--- src/rtl/s2p_pkg.sv ---
package s2p_pkg;

  // Width of the divider count: one full frame of two words.
  function automatic int cnt_width(input int word_w);
    return $clog2(2 * word_w);
  endfunction

  // Next value of a shift register that takes its new bit at the top,
  // so that the earliest bit ends up in bit 0.
  function automatic logic [63:0] shift_in(input logic [63:0] cur, input logic din, input int width);
    logic [63:0] res;
    res = cur >> 1;
    res[width-1] = din;
    return res;
  endfunction

endpackage

--- src/rtl/s2p_slip_detect.sv ---
module s2p_slip_detect #(
  parameter int SYNC_STAGES = 2
) (
  input  logic clk,
  input  logic rst_n,
  input  logic async_in,
  output logic pulse
);
  localparam int PIPE_W = SYNC_STAGES + 1;

  logic [PIPE_W-1:0] pipe;

  always_ff @(posedge clk or negedge rst_n) begin
    if (!rst_n) pipe <= '0;
    else        pipe <= {pipe[PIPE_W-2:0], async_in};
  end

  // Rising edge of the synchronized level: one cycle per pulse.
  assign pulse = pipe[SYNC_STAGES-1] & ~pipe[SYNC_STAGES];

  // a held request never yields two back-to-back swallows
  a_r8_one_pulse: assert property (@(posedge clk) disable iff (!rst_n)
    (rst_n && pulse) |=> !pulse);

endmodule

--- src/rtl/s2p_divider.sv ---
module s2p_divider #(
  parameter int WORD_W = 4,
  parameter int CNT_W  = s2p_pkg::cnt_width(WORD_W)
) (
  input  logic clk,
  input  logic rst_n,
  input  logic swallow,
  input  logic wide,
  output logic load,
  output logic word_clk,
  output logic pair_clk
);
  localparam int SUB_W = CNT_W - 1;

  logic [CNT_W-1:0] cnt;

  always_ff @(posedge clk or negedge rst_n) begin
    if (!rst_n)        cnt <= '0;
    else if (!swallow) cnt <= cnt + 1'b1;
  end

  assign word_clk = cnt[SUB_W-1];
  assign pair_clk = cnt[CNT_W-1];

  // Boundary at the last count of a word, or of a frame in wide mode.
  assign load = !swallow && (wide ? (&cnt) : (&cnt[SUB_W-1:0]));

  // a swallowed edge leaves the count where it was
  a_r7_swallow_holds: assert property (@(posedge clk) disable iff (!rst_n)
    (rst_n && swallow) |=> (cnt == $past(cnt)));

  // every other edge advances the count by one
  a_r2_count_steps: assert property (@(posedge clk) disable iff (!rst_n)
    (rst_n && !swallow) |=> (cnt == CNT_W'($past(cnt) + 1'b1)));

endmodule

--- src/rtl/s2p_shifter.sv ---
module s2p_shifter #(
  parameter int WORD_W = 4
) (
  input  logic              clk,
  input  logic              rst_n,
  input  logic              pick_a,
  input  logic              ser_a,
  input  logic              ser_b,
  output logic [WORD_W-1:0] next_word,
  output logic              ser_out
);
  logic              bit_in;
  logic [WORD_W-1:0] sreg;
  logic [63:0]       wide_next;

  assign bit_in    = pick_a ? ser_a : ser_b;
  assign wide_next = s2p_pkg::shift_in(64'(sreg), bit_in, WORD_W);
  assign next_word = wide_next[WORD_W-1:0];

  always_ff @(posedge clk or negedge rst_n) begin
    if (!rst_n) begin
      sreg    <= '0;
      ser_out <= 1'b0;
    end else begin
      sreg    <= next_word;
      ser_out <= bit_in;
    end
  end

  // the retimed serial output lags the picked input by one clock
  a_r5_ser_out_delay: assert property (@(posedge clk) disable iff (!rst_n)
    rst_n |=> (ser_out == $past(pick_a ? ser_a : ser_b)));

endmodule

--- src/rtl/s2p_deser.sv ---
module s2p_deser #(
  parameter int WORD_W      = 4,
  parameter int SYNC_STAGES = 2
) (
  input  logic              clk,
  input  logic              arst_n,
  input  logic              pick_a,
  input  logic              ser_a,
  input  logic              ser_b,
  input  logic              slip,
  input  logic              wide_mode,
  output logic [WORD_W-1:0] par_q,
  output logic              ser_out,
  output logic              word_clk,
  output logic              pair_clk
);
  logic [1:0]        rst_pipe;
  logic              rst_n;
  logic              swallow;
  logic              load;
  logic [WORD_W-1:0] next_word;

  // Asynchronous assert, release after two clock edges.
  always_ff @(posedge clk or negedge arst_n) begin
    if (!arst_n) rst_pipe <= '0;
    else         rst_pipe <= {rst_pipe[0], 1'b1};
  end
  assign rst_n = rst_pipe[1];

  s2p_slip_detect #(.SYNC_STAGES(SYNC_STAGES)) u_slip (
    .clk     (clk),
    .rst_n   (rst_n),
    .async_in(slip),
    .pulse   (swallow)
  );

  s2p_divider #(.WORD_W(WORD_W)) u_div (
    .clk     (clk),
    .rst_n   (rst_n),
    .swallow (swallow),
    .wide    (wide_mode),
    .load    (load),
    .word_clk(word_clk),
    .pair_clk(pair_clk)
  );

  s2p_shifter #(.WORD_W(WORD_W)) u_shift (
    .clk      (clk),
    .rst_n    (rst_n),
    .pick_a   (pick_a),
    .ser_a    (ser_a),
    .ser_b    (ser_b),
    .next_word(next_word),
    .ser_out  (ser_out)
  );

  // Parallel register takes the word including the bit arriving this edge.
  always_ff @(posedge clk or negedge rst_n) begin
    if (!rst_n)    par_q <= '0;
    else if (load) par_q <= next_word;
  end

  // the parallel word only moves at a boundary
  a_r3_hold_between: assert property (@(posedge clk) disable iff (!rst_n)
    (rst_n && !load) |=> $stable(par_q));

  // a swallowed edge is never a word boundary
  a_r7_no_load_on_swallow: assert property (@(posedge clk) disable iff (!rst_n)
    (rst_n && swallow) |=> $stable(par_q));

endmodule

--- config.mk ---
export PLATFORM = sky130hd
export DESIGN_NAME = s2p_deser
export DESIGN_NICKNAME = d
export VERILOG_FILES = /design/src/rtl/s2p_pkg.sv /design/src/rtl/s2p_slip_detect.sv /design/src/rtl/s2p_divider.sv /design/src/rtl/s2p_shifter.sv /design/src/rtl/s2p_deser.sv
export SDC_FILE = /design/constraint.sdc
export NUM_CORES = 1
export LEC_CHECK = 0
export ABC_CLOCK_PERIOD_IN_PS = 800
export BUFFER_PORTS_ARGS = -buffer_cell sky130_fd_sc_hd__buf_2
export CAP_MARGIN = 20
export CORE_AREA = 2 2 39 41
export CTS_CLUSTER_SIZE = 20
export DETAILED_ROUTE_END_ITERATION = 10
export DIE_AREA = 0 0 41 43
export HOLD_SLACK_MARGIN = 0.03
export MAX_ROUTING_LAYER = met4
export PLACE_DENSITY = 0.69
export SLEW_MARGIN = 0
export SYNTH_ARGS = -nofsm -noshare
export SYNTH_HDL_FRONTEND = slang
export SYNTH_SLANG_ARGS = --single-unit
--- constraint.sdc ---
create_clock -name clk -period 0.8 [get_ports clk]
set_clock_uncertainty 0.1 [all_clocks]
set_input_delay 0.24 -clock clk [delete_from_list [all_inputs] [get_ports clk]]
set_output_delay 0.24 -clock clk [all_outputs]
set_load 0.005 [all_outputs]
==> impl_metrics.csv, run 1 <==
group,metric,value,unit
floorplanning,die_y,43,um
worst_setup_path,critPathSlowestCell,"dfrtp_1",
route,wl_per_cell,10.6,um
route,dr.pass1.iters,1,
worst_setup_path,cp_common_cell,"ha_4",
yosys,ys_warn_count,0,
floorplanning,coreArea,1380,um^2
global_routing,antenna_found_initial,0,
global_routing,gr-total-overflow,0,
timing,setup_viol,15,
yosys,synth_area,522,um^2
clock_network,ctsHtreeMaxLevel,1,
power_and_ir_drop,peakVddDrop,1.46,mV
clock_network,cts_tree,"built",
worst_setup_path,critPathTopFamily,"multiplexers",
floorplanning,initial_utilization,0.377,
worst_setup_path,crit_fanout,4,
worst_setup_path,cp_cell_sequence,"ha_4, ha_4, mux2i_1, nor2_2, mux2_2",
outcome,status,"finished with violations",
clock_network,cts_root_buffer,"clkbuf_4",
timing,drv_slew,0,
route,wirelength,772,um
route,vias_per_cell,4.40,
worst_setup_path,crit_required,0.87,ns
min_path,hold_class,"reg -> async",
timing,max_freq,0.664,GHz
worst_setup_path,path_class,"reg -> reg",
finish,final_cell_mix,"15 x dfrtp_1, 12 x buf_2, 6 x buf_4",
floorplanning,num_io_pins,14,
global_routing,grt.total_usage,0.119,
yosys,yosysSeqAreaShare,0.719,
finish,stdcell_count,73,
route,drtIter0Drc,0,
global_routing,grt_pass1_wl,1320,um
power_and_ir_drop,p_total,0.00262,W
yosys,synth_cell_types,8,
floorplanning,dieArea,1760,um^2
worst_setup_path,cp-start-kind,"register",
timing,finalCritPeriodShare,1.88,
floorplanning,die_w,41,um
worst_setup_path,cp_slowest_stage_delay,0.40,ns
worst_setup_path,worstPathArrival,1.57,ns
timing,rsz0062_at_grt,"true",
finish,diodes,0,
finish,drive_gt1_frac,0.667,
place,dp_hpwl,541,um
clock_network,clk_pin_slew,0.08,ns
yosys,ys_ff_latch,15,
route,drc,0,
finish,fin_area,779,um^2
flow_run,cap_violations,0,
route,vias,321,
yosys,syn-mean-instance-area,18.0,um^2
timing,setup_slack,-0.706,ns
route,antenna_left,0,
yosys,syn_inst,29,
timing,finalHoldViolCount,0,
worst_setup_path,critPathBufInv,0,
place,placed_area,649,um^2
power_and_ir_drop,p_leak,0.377,nW
finish,final_common_cell,"dfrtp_1",
clock_network,insertion_delay,0.27,ns
place,dp_cells,62,
finish,fill_cells,117,
timing,fin_crit,1.51,ns
clock_network,clk_path_buf_depth,2,
outcome,violations,"negative setup slack",
place,gp_congestion,0.691,
clock_network,cts_inserted_buffers,3,
finish,fin_nets,67,
finish,regArea,375,um^2
worst_setup_path,end_kind,"register",
yosys,syn_nets,38,
power_and_ir_drop,cellPowerDensity,3360,nW/um^2
place,port_buffers,13,
global_routing,grt_pass1_vias,337,
global_routing,grt_max_degree,14,
floorplanning,rows,14,
timing,tns,-6.71,ns
finish,multiInputGateArea,186,um^2
clock_network,cts.sinks,15,
finish,area_delta_synth_final,49.4,%
==> repair_timing <==
item                                   in CTS  in global routing
gates resized for setup                     4                  4
hold buffers                                1                  1
setup buffers                               3                  2
endpoints found under the hold margin       3                  1
setup endpoints to repair                  14                 14
==> power by group <==
group / total (W) / switching, W / internal (W) / leakage (nW)
Clock: 0.000406 / 0.000221 / 0.000185 / 0.0177
Combinational: 0.00111 / 0.000343 / 0.000764 / 0.184
Sequential: 0.00111 / 0.000137 / 0.000970 / 0.175
==> cells in the mapped netlist, drive strengths merged <==
| cell | n | area share |
|---|---|---|
| xnor2 | 1 | 0.017 |
| dfrtp | 15 | 0.72 |
| ha | 2 | 0.048 |
| nor2b | 1 | 0.026 |
| nor2 | 1 | 0.012 |
| conb | 1 | 0.0072 |
| mux2i | 1 | 0.019 |
| mux2 | 7 | 0.15 |
==> state kept, by name (all words and copies together), names as in the netlist <==
| register | flops |
|---|---|
| u_shift.ser_out | 1 |
| par_q | 4 |
| rst_pipe | 2 |
| u_slip.pipe | 3 |
| u_shift.sreg | 2 |
| u_div.cnt | 3 |
==> cell type report <==
| type | count | area share |
|---|---|---|
| repair buffers | 24 | 0.218 |
| clock inverters | 1 | 0.00642 |
| well taps | 16 | 0.0257 |
| clock buffers | 3 | 0.0289 |
| multi-input cells | 14 | 0.239 |
| flip-flops and latches | 15 | 0.482 |
==> per-layer routing <==
layer | up-vias | track usage | share of wire
li1 | 150 | - | -
met1 | 164 | 0.145 | 0.44
met2 | 7 | 0.166 | 0.51
met3 | 0 | 0.0314 | 0.054
met4 | 0 | 0.0800 | 0
met5 | - | - | 0
==> stage by stage <==
step | utilization | hold slack, ns | setup slack [ns]
after global placement | 0.469 | -0.0732 | -0.686
after floorplan | - | -0.156 | -0.650
after detailed placement | 0.469 | -0.0732 | -0.705
final | 0.563 | 0.0638 | -0.706
after CTS | 0.532 | -0.0443 | -0.707
after global routing | 0.563 | 0.0818 | -0.805
==> final timing paths <==
kind | from | end | slack, ns | cells after the start
max in group asynchronous | arst_n | rst_pipe[0]$_DFF_PN0_ | 0.34 | 2
hold / removal | rst_pipe[1]$_DFF_PN0_ | u_slip.pipe[1]$_DFF_PN0_ | 0.06 | 1
min in group clk | ser_a | u_shift.ser_out$_DFF_PN0_ | 0.12 | 2
setup reg to reg | u_div.cnt[1]$_DFFE_PN0N_ | par_q[0]$_DFFE_PN0P_ | -0.71 | 5
setup / recovery | u_div.cnt[1]$_DFFE_PN0N_ | par_q[0]$_DFFE_PN0P_ | -0.71 | 5
hold reg to reg | rst_pipe[1]$_DFF_PN0_ | u_slip.pipe[1]$_DFF_PN0_ | 0.06 | 1
==> logic make-up after synthesis <==
group	after synthesis	synth area share
AND/OR/NAND/NOR	2	0.0384
XOR/XNOR	1	0.0168
multiplexers	8	0.170
adder cells (fa/ha/maj)	2	0.0480
flip-flops	15	0.719
other	1	0.00719
Power figures use the tool's default switching activity.
==> run 2, diff against run 1 <==
--- a/config.mk
+++ b/config.mk
@@ -8,13 +8,15 @@
 export ABC_CLOCK_PERIOD_IN_PS = 800
 export BUFFER_PORTS_ARGS = -buffer_cell sky130_fd_sc_hd__buf_2
 export CAP_MARGIN = 20
-export CORE_AREA = 2 2 39 41
+export CELL_PAD_IN_SITES_DETAIL_PLACEMENT = 1
+export CELL_PAD_IN_SITES_GLOBAL_PLACEMENT = 2
+export CORE_MARGIN = 2
+export CORE_UTILIZATION = 33
 export CTS_CLUSTER_SIZE = 20
 export DETAILED_ROUTE_END_ITERATION = 10
-export DIE_AREA = 0 0 41 43
 export HOLD_SLACK_MARGIN = 0.03
 export MAX_ROUTING_LAYER = met4
-export PLACE_DENSITY = 0.69
+export PLACE_DENSITY = 0.79
 export SLEW_MARGIN = 0
 export SYNTH_ARGS = -nofsm -noshare
 export SYNTH_HDL_FRONTEND = slang
==> impl_metrics.csv, run 2 (synthesized netlist as in run 1, its figures left out) <==
group,metric,value,unit
global_routing,grt_pass1_wl,1730,um
outcome,violations,"negative hold slack, negative setup slack",
route,wirelength,951,um
worst_setup_path,timing.rr.end,"par_q[3]$_DFFE_PN0P_",
power_and_ir_drop,swShare,0.270,
floorplanning,die_y,43.8,um
timing,fin_hold_ws,-0.0211,ns
finish,largestRegisters,"par_q (4), u_div.cnt (3), u_slip.pipe (3)",
worst_setup_path,critPathTopFamily,"multiplexers",
timing,finalHoldViolCount,1,
worst_setup_path,end_kind,"register",
power_and_ir_drop,p_total,0.00287,W
timing,setup_viol,15,
worst_setup_path,cp_common_cell,"ha_4",
route,drc,0,
clock_network,cts.sinks,15,
timing,setup_slack,-0.679,ns
floorplanning,coreArea,1490,um^2
flow_run,cap_violations,0,
place,port_buffers,13,
route,dr.pass1.iters,1,
global_routing,grt.total_usage,0.130,
worst_setup_path,critPathBufInv,0,
timing,rsz0062_at_grt,"true",
power_and_ir_drop,p_leak,0.398,nW
place,gp_congestion,0.631,
power_and_ir_drop,intPower,0.00210,W
route,vias,340,
worst_setup_path,rrSetupSlack,-0.68,ns
min_path,holdPathStages,1,
clock_network,cts_inserted_buffers,3,
finish,largest_reg_flops,4,
global_routing,grt_pass1_vias,393,
power_and_ir_drop,p_seq_frac,0.390,
finish,diodes,0,
route,vias_per_cell,4.42,
finish,fin_area,837,um^2
power_and_ir_drop,cellPowerDensity,3430,nW/um^2
finish,drive_gt1_frac,0.705,
global_routing,antenna_found_initial,0,
worst_setup_path,crit_fanout,4,
worst_setup_path,cp-start-kind,"register",
clock_network,cts_root_buffer,"clkbuf_4",
finish,final_cell_mix,"15 x dfrtp_1, 11 x buf_2, 9 x buf_4",
timing,tns,-6.42,ns
floorplanning,num_io_pins,14,
finish,area_delta_synth_final,60.4,%
min_path,whs_endpoint,"u_slip.pipe[0]$_DFF_PN0_",
finish,final_common_cell,"dfrtp_1",
outcome,status,"finished with violations",
power_and_ir_drop,pwr-share-comb,0.472,
worst_setup_path,path_class,"reg -> reg",
route,antenna_left,0,
worst_setup_path,reg2regPathDepth,5,
place,placed_area,657,um^2
worst_setup_path,r2r-start,"u_div.cnt[0]$_DFFE_PN0N_",
clock_network,ctsHtreeMaxLevel,1,
timing,drv_slew,0,
min_path,hold_start,"slip",
floorplanning,dieArea,1910,um^2
worst_setup_path,crit_required,0.86,ns
finish,fill_cells,150,
clock_network,insertion_delay,0.27,ns
min_path,hold_class,"in -> reg",
worst_setup_path,cp_slowest_stage_delay,0.42,ns
clock_network,hold_buffers,1,
timing,finalCritPeriodShare,1.85,
power_and_ir_drop,peakVddDrop,1.43,mV
floorplanning,initial_utilization,0.350,
clock_network,cts_tree,"built",
route,wl_per_cell,12.4,um
floorplanning,rows,14,
timing,fin_crit,1.48,ns
power_and_ir_drop,power_switching,0.000776,W
floorplanning,die_w,43.8,um
timing,max_freq,0.676,GHz
finish,fin_nets,71,
worst_setup_path,critPathSlowestCell,"dfrtp_1",
worst_setup_path,cp_cell_sequence,"ha_4, ha_4, mux2i_4, nor2_4, mux2_4",
finish,postLayoutCoreUtil,0.562,
clock_network,clk_pin_slew,0.08,ns
finish,regMostFlops,"par_q",
clock_network,clk_path_buf_depth,2,
global_routing,grt_max_degree,14,
route,drtIter0Drc,0,
power_and_ir_drop,pwr-share-clk,0.139,
worst_setup_path,worstPathArrival,1.54,ns
global_routing,gr-total-overflow,0,
[run 2: cell count changes in the layout (fill, tap and decap cells not counted)]
cell	before	now
nor2_4	0	1
mux2i_4	0	1
buf_2	12	11
clkbuf_1	0	1
buf_4	6	9
clkinv_2	1	0
nor2_2	1	0
dlygate4sd3_1	2	1
buf_6	4	7
mux2i_1	1	0
[run 2: per-stage QoR]
stage               std cells  setup slack, ns  hold slack [ns]
global route               77           -0.716          -0.0378
global placement           63           -0.696          -0.0753
detailed placement         63           -0.758          -0.0730
floorplan                  29           -0.650           -0.156
CTS                        74           -0.690          -0.0297
finish                     77           -0.679          -0.0211
[run 2: what timing repair did]
item	in CTS	in global routing
buffers inserted	7	3
setup endpoints to repair	14	14
pin swaps	1	0
gates resized for setup	13	2
hold endpoints to repair	3	1
[run 2: worst max path at each step]
stage	startpoint	to	slack, ns	cells after the start
after floorplan	u_div.cnt[1]$_DFFE_PN0N_	par_q[0]$_DFFE_PN0P_	-0.65	5
after global routing	u_div.cnt[1]$_DFFE_PN0N_	par_q[3]$_DFFE_PN0P_	-0.72	5
after global placement	u_div.cnt[1]$_DFFE_PN0N_	par_q[2]$_DFFE_PN0P_	-0.70	5
after detailed placement	u_div.cnt[1]$_DFFE_PN0N_	par_q[2]$_DFFE_PN0P_	-0.76	5
after CTS	u_div.cnt[1]$_DFFE_PN0N_	par_q[3]$_DFFE_PN0P_	-0.69	5
final	u_div.cnt[0]$_DFFE_PN0N_	par_q[3]$_DFFE_PN0P_	-0.68	5
[run 2: cell type report]
| type | count | area, um^2 | share of cell area |
|---|---|---|---|
| clock buffers | 4 | 26.3 | 0.0314 |
| multi-input cells | 14 | 204 | 0.244 |
| flip-flops and latches | 15 | 375 | 0.448 |
| well taps | 16 | 20.0 | 0.0239 |
| repair buffers | 28 | 211 | 0.253 |
[run 2: routing by layer]
layer / routed length [um] / share of wire / GRT usage
met3: 36 / 0.038 / 0.0375
met2: 570 / 0.60 / 0.232
met4: 4 / 0.0042 / 0.0364
met5: 0 / 0 / -
met1: 339 / 0.36 / 0.138
[run 2: power groups by stage]
stage          logic [W]  clock network, W  registers, W
6_report         0.00135          0.000399       0.00112
5_1_grt          0.00148          0.000466       0.00115
4_1_cts          0.00127          0.000425       0.00112
3_5_place_dp    0.000814                 0       0.00112
3_3_place_gp    0.000735                 0       0.00110
2_1_floorplan   0.000368                 0       0.00114
==> run 3, diff against run 2 <==
--- a/config.mk
+++ b/config.mk
@@ -12,11 +12,11 @@
 export CELL_PAD_IN_SITES_GLOBAL_PLACEMENT = 2
 export CORE_MARGIN = 2
 export CORE_UTILIZATION = 33
-export CTS_CLUSTER_SIZE = 20
+export CTS_CLUSTER_SIZE = 10
 export DETAILED_ROUTE_END_ITERATION = 10
 export HOLD_SLACK_MARGIN = 0.03
 export MAX_ROUTING_LAYER = met4
-export PLACE_DENSITY = 0.79
+export PLACE_DENSITY_LB_ADDON = 0.2
 export SLEW_MARGIN = 0
 export SYNTH_ARGS = -nofsm -noshare
 export SYNTH_HDL_FRONTEND = slang
==> impl_metrics.csv, run 3 (synthesized netlist as in run 1, its figures left out) <==
group,metric,value,unit
timing,fin_crit,1.51,ns
clock_network,clk_pin_slew,0.08,ns
finish,fin_nets,70,
worst_setup_path,critPathSlowestCell,"dfrtp_1",
power_and_ir_drop,swShare,0.268,
finish,largestRegisters,"par_q (4), u_div.cnt (3), u_slip.pipe (3)",
finish,regMostFlops,"par_q",
power_and_ir_drop,cellPowerDensity,3330,nW/um^2
route,wl_met3,47,um
global_routing,gr-total-overflow,0,
worst_setup_path,critPathCapture,"par_q[2]$_DFFE_PN0P_",
clock_network,ctsHtreeMaxLevel,1,
finish,final_cell_mix,"15 x dfrtp_1, 12 x buf_2, 9 x buf_4",
timing,rsz0062_at_grt,"true",
worst_setup_path,path_class,"reg -> reg",
worst_setup_path,rrSetupSlack,-0.71,ns
worst_setup_path,crit_fanout,4,
finish,fin_area,798,um^2
timing,setup_slack,-0.714,ns
global_routing,antenna_found_initial,0,
timing,drv_slew,0,
clock_network,cts_inserted_buffers,3,
worst_setup_path,end_kind,"register",
place,gp_congestion,0.721,
place,port_buffers,13,
outcome,status,"finished with violations",
timing,fin_hold_ws,-0.0284,ns
global_routing,grt_max_degree,14,
clock_network,clk_path_buf_depth,2,
floorplanning,die_w,43.8,um
finish,final_common_cell,"dfrtp_1",
power_and_ir_drop,p_leak,0.387,nW
route,dr.pass1.iters,2,
clock_network,insertion_delay,0.27,ns
route,drtIter0Drc,4,
clock_network,cts.sinks,15,
timing,max_freq,0.661,GHz
route,wl_met2,502,um
floorplanning,num_io_pins,14,
worst_setup_path,r2r-start,"u_div.cnt[1]$_DFFE_PN0N_",
route,vias_per_cell,4.41,
finish,diodes,0,
worst_setup_path,worstPathArrival,1.57,ns
power_and_ir_drop,pwr-share-comb,0.435,
floorplanning,rows,14,
worst_setup_path,timing.rr.end,"par_q[2]$_DFFE_PN0P_",
worst_setup_path,cp_common_cell,"ha_4",
route,wl_met1,315,um
route,highest_layer,"met3",
power_and_ir_drop,peakVddDrop,1.48,mV
power_and_ir_drop,power_switching,0.000710,W
timing,finalCritPeriodShare,1.89,
place,dp_hpwl,650,um
finish,drive_gt1_frac,0.683,
power_and_ir_drop,p_seq_frac,0.415,
floorplanning,die_y,43.8,um
global_routing,grt_pass1_vias,326,
route,wl_per_cell,11.4,um
worst_setup_path,cp-start-kind,"register",
worst_setup_path,crit_required,0.86,ns
floorplanning,coreArea,1490,um^2
outcome,violations,"negative hold slack, negative setup slack",
power_and_ir_drop,intPower,0.00194,W
worst_setup_path,reg2regPathDepth,5,
route,antenna_left,0,
worst_setup_path,cp.depth,5,
timing,finalHoldViolCount,1,
place,placed_area,649,um^2
worst_setup_path,cp_slowest_stage_delay,0.40,ns
clock_network,cts_root_buffer,"clkbuf_4",
global_routing,grt.total_usage,0.107,
power_and_ir_drop,pwr-share-clk,0.150,
clock_network,cts_tree,"built",
route,vias,335,
worst_setup_path,critPathBufInv,0,
timing,setup_viol,15,
clock_network,hold_buffers,1,
worst_setup_path,cp_cell_sequence,"ha_4, ha_4, mux2i_1, nor2_2, mux2_2",
finish,area_delta_synth_final,53.0,%
finish,largest_reg_flops,4,
worst_setup_path,critPathTopFamily,"multiplexers",
flow_run,cap_violations,0,
route,drc,0,
route,wirelength,865,um
worst_setup_path,startpoint,"u_div.cnt[1]$_DFFE_PN0N_",
floorplanning,dieArea,1910,um^2
min_path,hold_class,"in -> reg",
place,preCtsSetupSlack,-0.734,ns
global_routing,grt_pass1_wl,1350,um
floorplanning,initial_utilization,0.350,
==> run 3: changes by cell type in the layout (fill, tap and decap cells not counted) <==
cell / previous run / this run
nor2_2: 0 / 1
mux2_4: 2 / 1
mux2_2: 5 / 6
mux2i_1: 0 / 1
buf_2: 11 / 12
buf_6: 7 / 5
nor2_4: 1 / 0
mux2i_4: 1 / 0
==> run 3: worst register-to-register path, stage by stage (launching register included) <==
cell and delay [ns]:
dfrtp_1 0.40, ha_4 0.16, ha_4 0.11, mux2i_1 0.07
nor2_2 0.19, mux2_2 0.37
==> run 3: stage by stage <==
step	TNS [ns]	total power, W	utilization	hold WS [ns]	instances
after CTS	-6.74	0.00250	0.494	-0.0427	71
after detailed placement	-4.46	0.00189	0.436	-0.0744	62
after global placement	-4.09	0.00180	0.436	-0.0759	62
after floorplan	-3.43	0.00151	-	-0.156	29
final	-6.82	0.00266	0.536	-0.0284	76
after global routing	-7.52	0.00286	0.536	-0.0429	76
==> run 3: worst min-delay path by stage <==
stage	from	end	slack (ns)	depth (start not counted)
after CTS	slip	u_slip.pipe[0]$_DFF_PN0_	-0.04	1
after floorplan	arst_n	rst_pipe[0]$_DFF_PN0_	-0.16	0
after global routing	slip	u_slip.pipe[0]$_DFF_PN0_	-0.04	1
after detailed placement	arst_n	rst_pipe[0]$_DFF_PN0_	-0.07	1
after global placement	arst_n	rst_pipe[0]$_DFF_PN0_	-0.08	1
final	slip	u_slip.pipe[0]$_DFF_PN0_	-0.03	1
==> run 3: what timing repair did <==
item	4_1_cts	5_1_grt
endpoints found under the hold margin	3	1
endpoints found under the setup margin	14	14
setup buffers	4	5
cloned	0	0
resized for setup	3	5
==> run 3: final cells by class <==
class                      instances  area (um^2)
clock buffer                       4         26.3
fill                             146          691
sequential                        15          375
multi-input combinational         14          183
tap                               16         20.0
timing repair buffer              27          194
==> run 3: metal layers <==
layer / up-vias / global-route usage
li1: 160 / -
met1: 166 / 0.102
met2: 9 / 0.176
met3: 0 / 0.0375
met4: 0 / 0.0727
met5: - / -
==> run 3: power by group through the flow <==
stage / Sequential (W) / Clock (W) / Combinational [W]
floorplan: 0.00114 / 0 / 0.000368
global placement: 0.00110 / 0 / 0.000697
detailed placement: 0.00112 / 0 / 0.000773
CTS: 0.00111 / 0.000425 / 0.000967
global route: 0.00114 / 0.000456 / 0.00127
finish: 0.00110 / 0.000397 / 0.00116
